==> src/rtl/rtcw_pkg.sv <==
package rtcw_pkg;
  localparam int NUM_REGS = 8;
  localparam int IDX_W    = $clog2(NUM_REGS);

  localparam int OFS_CENT  = 0;
  localparam int OFS_SEC   = 1;
  localparam int OFS_MIN   = 2;
  localparam int OFS_HOUR  = 3;
  localparam int OFS_WDAY  = 4;
  localparam int OFS_DATE  = 5;
  localparam int OFS_MONTH = 6;
  localparam int OFS_YEAR  = 7;

  typedef struct packed {
    logic             wrEn;
    logic             rdEn;
    logic [IDX_W-1:0] idx;
    logic [7:0]       wdata;
    logic             wrTime;
    logic             capture;
    logic             commit;
    logic             freezeRd;
    logic             freezeWr;
  } rtcw_strobe_t;

  function automatic logic [7:0] timeMask(input int i);
    case (i)
      OFS_CENT:  return 8'h3F;
      OFS_SEC:   return 8'h7F;
      OFS_MIN:   return 8'h7F;
      OFS_HOUR:  return 8'h3F;
      OFS_WDAY:  return 8'h07;
      OFS_DATE:  return 8'h3F;
      OFS_MONTH: return 8'h1F;
      default:   return 8'hFF;
    endcase
  endfunction

  function automatic logic [7:0] ctrlMask(input int i);
    case (i)
      OFS_SEC:  return 8'h80;
      OFS_WDAY: return 8'h40;
      default:  return 8'h00;
    endcase
  endfunction
endpackage

==> src/rtl/rtcw_ctrl.sv <==
module rtcw_ctrl
  import rtcw_pkg::*;
#(
  parameter int ADDR_W = 11
) (
  input  logic              clk,
  input  logic              rstN,
  input  logic              hostSel,
  input  logic              hostWr,
  input  logic [ADDR_W-1:0] hostAddr,
  input  logic [7:0]        hostWdata,
  input  logic              secTick,
  output rtcw_strobe_t      st,
  output logic              rdWinQ
);
  localparam int BASE_I = (1 << ADDR_W) - NUM_REGS;
  localparam logic [ADDR_W-1:0] BASE = BASE_I[ADDR_W-1:0];

  logic winHit;
  logic freezeWrQ;
  logic freezeRdQ;
  logic ctrlWrite;

  assign winHit    = hostSel && (hostAddr >= BASE);
  assign ctrlWrite = winHit && hostWr && (hostAddr[IDX_W-1:0] == IDX_W'(OFS_CENT));

  always_ff @(posedge clk) begin
    if (!rstN) begin
      freezeWrQ <= 1'b0;
      freezeRdQ <= 1'b0;
      rdWinQ    <= 1'b0;
    end else begin
      if (ctrlWrite) begin
        freezeWrQ <= hostWdata[7];
        freezeRdQ <= hostWdata[6];
      end
      if (hostSel && !hostWr) rdWinQ <= winHit;
    end
  end

  always_comb begin
    st          = '0;
    st.wrEn     = winHit && hostWr;
    st.rdEn     = winHit && !hostWr;
    st.idx      = hostAddr[IDX_W-1:0];
    st.wdata    = hostWdata;
    st.wrTime   = freezeWrQ;
    st.capture  = secTick && !freezeRdQ && !freezeWrQ;
    st.commit   = ctrlWrite && freezeWrQ && !hostWdata[7];
    st.freezeRd = freezeRdQ;
    st.freezeWr = freezeWrQ;
  end

  // freeze bits follow the last control-byte write
  a_r8_freeze_follow: assert property (@(posedge clk) disable iff (!rstN)
    ctrlWrite |=> (st.freezeWr == $past(hostWdata[7])) && (st.freezeRd == $past(hostWdata[6])));

  // freeze bits change only through a control-byte write
  a_r8_freeze_hold: assert property (@(posedge clk) disable iff (!rstN)
    !ctrlWrite |=> $stable(st.freezeWr) && $stable(st.freezeRd));
endmodule

==> src/rtl/rtcw_dpath.sv <==
module rtcw_dpath
  import rtcw_pkg::*;
(
  input  logic                  clk,
  input  logic                  rstN,
  input  rtcw_strobe_t          st,
  input  logic [NUM_REGS*8-1:0] cntTime,
  input  logic                  batteryOk,
  input  logic                  ftSquare,
  output logic [7:0]            rdByte,
  output logic                  cntLoad,
  output logic [NUM_REGS*8-1:0] cntLoadData,
  output logic                  oscStop,
  output logic                  freqTest
);
  logic [7:0] hold     [NUM_REGS];
  logic [7:0] holdNext [NUM_REGS];
  logic [NUM_REGS*8-1:0] timeFlat;

  for (genvar g = 0; g < NUM_REGS; g++) begin : g_byte
    localparam logic [7:0] TM = timeMask(g);
    localparam logic [7:0] CM = ctrlMask(g);
    logic hit;
    logic [7:0] timePart;
    logic [7:0] ctrlPart;

    assign hit = st.wrEn && (st.idx == IDX_W'(g));

    always_comb begin
      timePart = hold[g] & TM;
      if (st.capture)         timePart = cntTime[g*8 +: 8] & TM;
      if (hit && st.wrTime)   timePart = st.wdata & TM;
      ctrlPart = hold[g] & CM;
      if (hit)                ctrlPart = st.wdata & CM;
      holdNext[g] = timePart | ctrlPart;
    end

    always_ff @(posedge clk) begin
      if (!rstN) hold[g] <= '0;
      else       hold[g] <= holdNext[g];
    end

    assign timeFlat[g*8 +: 8] = hold[g] & TM;

    // bits outside the field and control masks stay 0
    a_r11_unused_zero: assert property (@(posedge clk) disable iff (!rstN)
      (hold[g] & ~(TM | CM)) == 8'h00);
  end

  assign oscStop  = hold[OFS_SEC][7];
  assign freqTest = hold[OFS_WDAY][6];

  logic [7:0] rdMux;
  always_comb begin
    rdMux = hold[st.idx];
    if (st.idx == IDX_W'(OFS_CENT)) rdMux[7:6] = {st.freezeWr, st.freezeRd};
    if (st.idx == IDX_W'(OFS_SEC) && freqTest && !oscStop) rdMux[0] = ftSquare;
    if (st.idx == IDX_W'(OFS_WDAY)) rdMux[7] = batteryOk;
  end

  always_ff @(posedge clk) begin
    if (!rstN) begin
      rdByte      <= '0;
      cntLoad     <= 1'b0;
      cntLoadData <= '0;
    end else begin
      if (st.rdEn) rdByte <= rdMux;
      cntLoad <= st.commit;
      if (st.commit) cntLoadData <= timeFlat;
    end
  end

  // load pulse lasts one cycle
  a_r7_load_single: assert property (@(posedge clk) disable iff (!rstN)
    cntLoad |=> !cntLoad);

  // load follows a falling write-freeze bit
  a_r7_load_after_release: assert property (@(posedge clk) disable iff (!rstN)
    cntLoad |-> !st.freezeWr && $past(st.freezeWr));

  // time fields hold while only read-freeze is set
  a_r5_read_freeze: assert property (@(posedge clk) disable iff (!rstN)
    (st.freezeRd && !st.freezeWr && $past(st.freezeRd && !st.freezeWr)) |-> $stable(timeFlat));

  // control bits change only on a host window write
  a_r9_ctrl_only_host: assert property (@(posedge clk) disable iff (!rstN)
    !$past(st.wrEn) |-> $stable(oscStop) && $stable(freqTest));
endmodule

==> src/rtl/rtc_window.sv <==
module rtc_window
  import rtcw_pkg::*;
#(
  parameter int ADDR_W = 11
) (
  input  logic                  clk,
  input  logic                  rstN,
  input  logic                  hostSel,
  input  logic                  hostWr,
  input  logic [ADDR_W-1:0]     hostAddr,
  input  logic [7:0]            hostWdata,
  output logic [7:0]            hostRdata,
  output logic                  sramSel,
  output logic                  sramWr,
  output logic [ADDR_W-1:0]     sramAddr,
  output logic [7:0]            sramWdata,
  input  logic [7:0]            sramRdata,
  input  logic [NUM_REGS*8-1:0] cntTime,
  input  logic                  secTick,
  output logic                  cntLoad,
  output logic [NUM_REGS*8-1:0] cntLoadData,
  input  logic                  batteryOk,
  input  logic                  ftSquare,
  output logic                  oscStop,
  output logic                  freqTest
);
  localparam int BASE_I = (1 << ADDR_W) - NUM_REGS;
  localparam logic [ADDR_W-1:0] BASE = BASE_I[ADDR_W-1:0];

  rtcw_strobe_t st;
  logic         rdWinQ;
  logic [7:0]   rdByte;

  rtcw_ctrl #(.ADDR_W(ADDR_W)) ctrl_i (
    .clk(clk), .rstN(rstN), .hostSel(hostSel), .hostWr(hostWr),
    .hostAddr(hostAddr), .hostWdata(hostWdata), .secTick(secTick),
    .st(st), .rdWinQ(rdWinQ)
  );

  rtcw_dpath dpath_i (
    .clk(clk), .rstN(rstN), .st(st), .cntTime(cntTime),
    .batteryOk(batteryOk), .ftSquare(ftSquare), .rdByte(rdByte),
    .cntLoad(cntLoad), .cntLoadData(cntLoadData),
    .oscStop(oscStop), .freqTest(freqTest)
  );

  assign sramSel   = hostSel && (hostAddr < BASE);
  assign sramWr    = hostWr;
  assign sramAddr  = hostAddr;
  assign sramWdata = hostWdata;
  assign hostRdata = rdWinQ ? rdByte : sramRdata;

  // SRAM never selected for a window address
  a_r2_sram_range: assert property (@(posedge clk) disable iff (!rstN)
    sramSel |-> (sramAddr < BASE) && hostSel);
endmodule

==> config.mk <==
export PLATFORM = sky130hd
export DESIGN_NAME = rtc_window
export DESIGN_NICKNAME = d
export VERILOG_FILES = /design/src/rtl/rtcw_pkg.sv /design/src/rtl/rtcw_ctrl.sv /design/src/rtl/rtcw_dpath.sv /design/src/rtl/rtc_window.sv
export SDC_FILE = /design/constraint.sdc
export NUM_CORES = 1
export LEC_CHECK = 0
export BUFFER_PORTS_ARGS = -buffer_cell sky130_fd_sc_hd__buf_2
export CORE_ASPECT_RATIO = 0.7
export CORE_MARGIN = 2
export CORE_UTILIZATION = 40
export DETAILED_ROUTE_END_ITERATION = 6
export PLACE_DENSITY = 0.64
export SYNTH_ARGS = -nofsm -noshare
export SYNTH_HDL_FRONTEND = slang
export SYNTH_HIERARCHICAL = 1
export SYNTH_SLANG_ARGS = --single-unit
==> constraint.sdc <==
create_clock -name clk -period 2.55 [get_ports clk]
set_clock_uncertainty 0.15 [all_clocks]
set_input_delay 0.1275 -clock clk [delete_from_list [all_inputs] [get_ports clk]]
set_output_delay 0.1275 -clock clk [all_outputs]
set_load 0.02 [all_outputs]
==> metrics.md <==
| Metric | Value |
|---|---|
| Fin. Hold Viols | `0` |
| Initial DRC Count | `285` |
| Clock Latency Late Sink | `~360 ps` |
| Post-synth ARST share | `0%` |
| Top cell type's share of synthesized area | `38.8%` |
| Max FO, Critical Path | `26` |
| Number of H-tree levels | `3` |
| DR WL/cell | `17.7 um` |
| Area contributors post-synth | `dfxtp_1, mux2i_1, o211a_1, buf_4, nor2b_1` |
| Die Height | `104 um` |
| Die ar. | `15200 sq um` |
| Slew margin rel. | `52.2%` |
| N_diodes | `0` |
| Share of cells above drive strength 1 | `30.9%` |
| Syn Area/Cell | `10.3 sq um` |
| Cells along the critical path | `dlygate4sd3_1 -> buf_2 -> nand3b_1 -> nor4_2 -> buf_12 -> mux2i_1 -> nor2b_1` |
| Global-route wire length before repair | `24.5 mm` |
| Worst setup path category | `in2reg` |
| Gpl congestion | `0.811` |
| Final nets | `799` |
| Worst vdd ir | `approximately 0.37 mV` |
| Sequential share of the synthesized area | `38.8%` |
| Residual DRC | `0` |
| RSZ-0062 raised after global routing | `false` |
| Initial Util | `40.9%` |
| Critical Path Slowest Stage Cell | `dlygate4sd3_1` |
| Reg2reg start | `ctrl_i/freezeWrQ` |
| PD cells | `537 nW/um^2` |
| Status | `finished clean` |
| IO Pins | `194` |
| Crit. End Element | `register` |
| LEAKAGE | `3.49 nW` |
| Mapped Cells | `551` |
| Synth warn | `6` |
| 1st-pass router iterations | `5` |
| Post-DR vias/cell | `5.05` |
| WHS Endpoint | `dpath_i/hold[2][4]` |
| R2R setup slack | `610 ps` |
| Final Critical Period | `2000 ps` |
| Total Wirelength | `between 15 and 20 mm` |
| Clk sinks | `110` |
| DRT antenna net count | `0` |
| Syn-to-layout area delta | `24.5%` |
| Synth area leader | `dfxtp_1` |
| Number of max-slew violations in the final report | `0` |
| Post-Syn Area | `roughly 5700 sq um` |
| TNS Setup | `0 ps` |
| Pre-CTS setup slack | `about 350 ps` |
| Initial antenna violation count | `0` |
| Total of max-cap violations | `0` |
| Critical Path AT | `2100 ps` |
| Max Buffers Root-to-Sink | `2` |
| Core area | `13900 sq um` |
| Fmax | `0.499 GHz` |
| Tcrit/Tclk final | `about four fifths` |
| Final setup margin | `546 ps` |
| Most frequent cells in the layout | `buf_2, dfxtp_1, mux2i_1, nand2_1, nor2b_1` |
| Post-synth EDFFs | `0` |
| Clock-pin slew on the worst setup and hold paths | `roughly 80 ps` |
| Synth Flop Type | `dfxtp_1` |
| CP required | `between 2000 and 3000 ps` |
| Port Buffers | `around 160` |
| TritonCTS clock tree | `built` |
| Num rows | `36` |
| CP Launch Type | `primary input` |
| Vias in the first global route | `4384` |
| Reg2reg path depth | `5` |
| Overall Power | `0.00379 W` |
| Commonest non-fill, non-tap cell in the layout | `buf_2` |
| Post-synth cell types | `between 50 and 60` |
| HPWL after detailed placement | `11.3 mm` |
| Largest net degree at the start of global routing | `61` |
| Hold wc startpoint | `cntTime[20]` |
| CTS root buffer | `clkbuf_16` |
| Final Core Density | `50.9%` |
| Final setup fails | `0` |
| Worst Hold Depth | `4` |
| Residual overflow from global routing | `0` |
| Cts repair resizes | `0` |
| Worst reg2reg endpoint | `dpath_i/cntLoadData[27]` |
| Least-Margin Pin Slew | `700 ps` |
| Synth Register Bits | `110` |
| Die X | `146 um` |
| Global Route Usage Sum | `20.7%` |
| CP max stage delay | `530 ps` |
| Routed via count | `roughly 4500` |
| Total CTS buffers | `9` |
| HP Class | `in2reg` |
[timing repair]
item / 4_1_cts / 5_1_grt
hold buffers: 41 / 0
buffers inserted: 0 / 0
hold endpoints to repair: 43 / 0
setup endpoints to repair: 0 / 0
[flip-flops by register name, indices dropped and copies added, names as in the netlist]
name	count
dpath_i/rdByte	8
dpath_i/hold	50
ctrl_i/rdWinQ	1
dpath_i/cntLoadData	48
dpath_i/cntLoad	1
ctrl_i/freezeWrQ	1
ctrl_i/freezeRdQ	1
[cells by family after synthesis]
family | count (synthesis) | share of synthesized area [%]
and+or+nand+nor | 151 | 14.9
AOI/OAI and AO/OA | 74 | 11.6
DFF | 110 | 38.8
buffers and inverters | 94 | 10.6
other | 1 | 0.0661
muxes | 121 | 24.0
[critical path: cells and delay by family]
| family | cells | cell delay, ps |
|---|---|---|
| buffers and inverters | 3 | 980 |
| and+or+nand+nor | 3 | 730 |
| muxes | 1 | 220 |
[how the worst max path moves through the flow]
stage,startpoint,endpoint,slack [ps],depth (start not counted)
2_1_floorplan,hostAddr[1],dpath_i/cntLoadData[0],710,8
3_3_place_gp,hostAddr[1],dpath_i/cntLoadData[28],380,7
3_5_place_dp,hostAddr[1],dpath_i/cntLoadData[27],350,7
4_1_cts,hostWdata[7],dpath_i/cntLoadData[27],540,7
5_1_grt,hostWdata[7],dpath_i/cntLoadData[21],490,7
6_report,hostWdata[7],dpath_i/cntLoadData[27],550,7
[per-layer routing]
layer / global-route usage [%] / share of wire [%] / vias up
li1: - / - / 2178
met1: 29.5 / 48 / 2149
met2: 31.0 / 43 / 183
met3: 6.17 / 7.8 / 17
met4: 4.51 / 1.3 / 0
met5: 0 / 0 / -
[cells in the mapped netlist (all sizes together) (3+ instances only)]
cell type and number:
mux2 13, nand4 3, nand3b 4, mux4 8
a21boi 3, nor2 7, nand3 4, dfxtp 110
and3 4, clkbuf 15, o21ai 5, o211a 48
nor4 3, nand2 64, o211ai 3, buf 75
nor2b 51, mux2i 100, inv 4, and2b 3
[area by class of cell]
class | count | area, sq um
clock inverter | 7 | 86.3
tap | 190 | 238
fill | 1306 | 6820
timing repair buffer | 214 | 1360
inverter | 4 | 15.0
multi-input combinational | 362 | 2940
clock buffer | 9 | 225
sequential | 110 | 2200
[report_power, final]
group	total [W]	internal [W]	switching [W]
logic	0.000501	0.000245	0.000256
clock network	0.00149	0.000788	0.000698
registers	0.00180	0.00176	0.0000427
[through the flow]
| stage | area (sq um) | hold slack, ps | instances |
|---|---|---|---|
| 2_1_floorplan | 5730 | 95.1 | 566 |
| 3_3_place_gp | 6340 | 272 | 839 |
| 3_5_place_dp | 6340 | 275 | 839 |
| 4_1_cts | 7060 | 0.117 | 896 |
| 5_1_grt | 7060 | 5.96 | 896 |
| 6_report | 7060 | 7.54 | 896 |
Note: power is estimated with default switching activity, not from simulation.
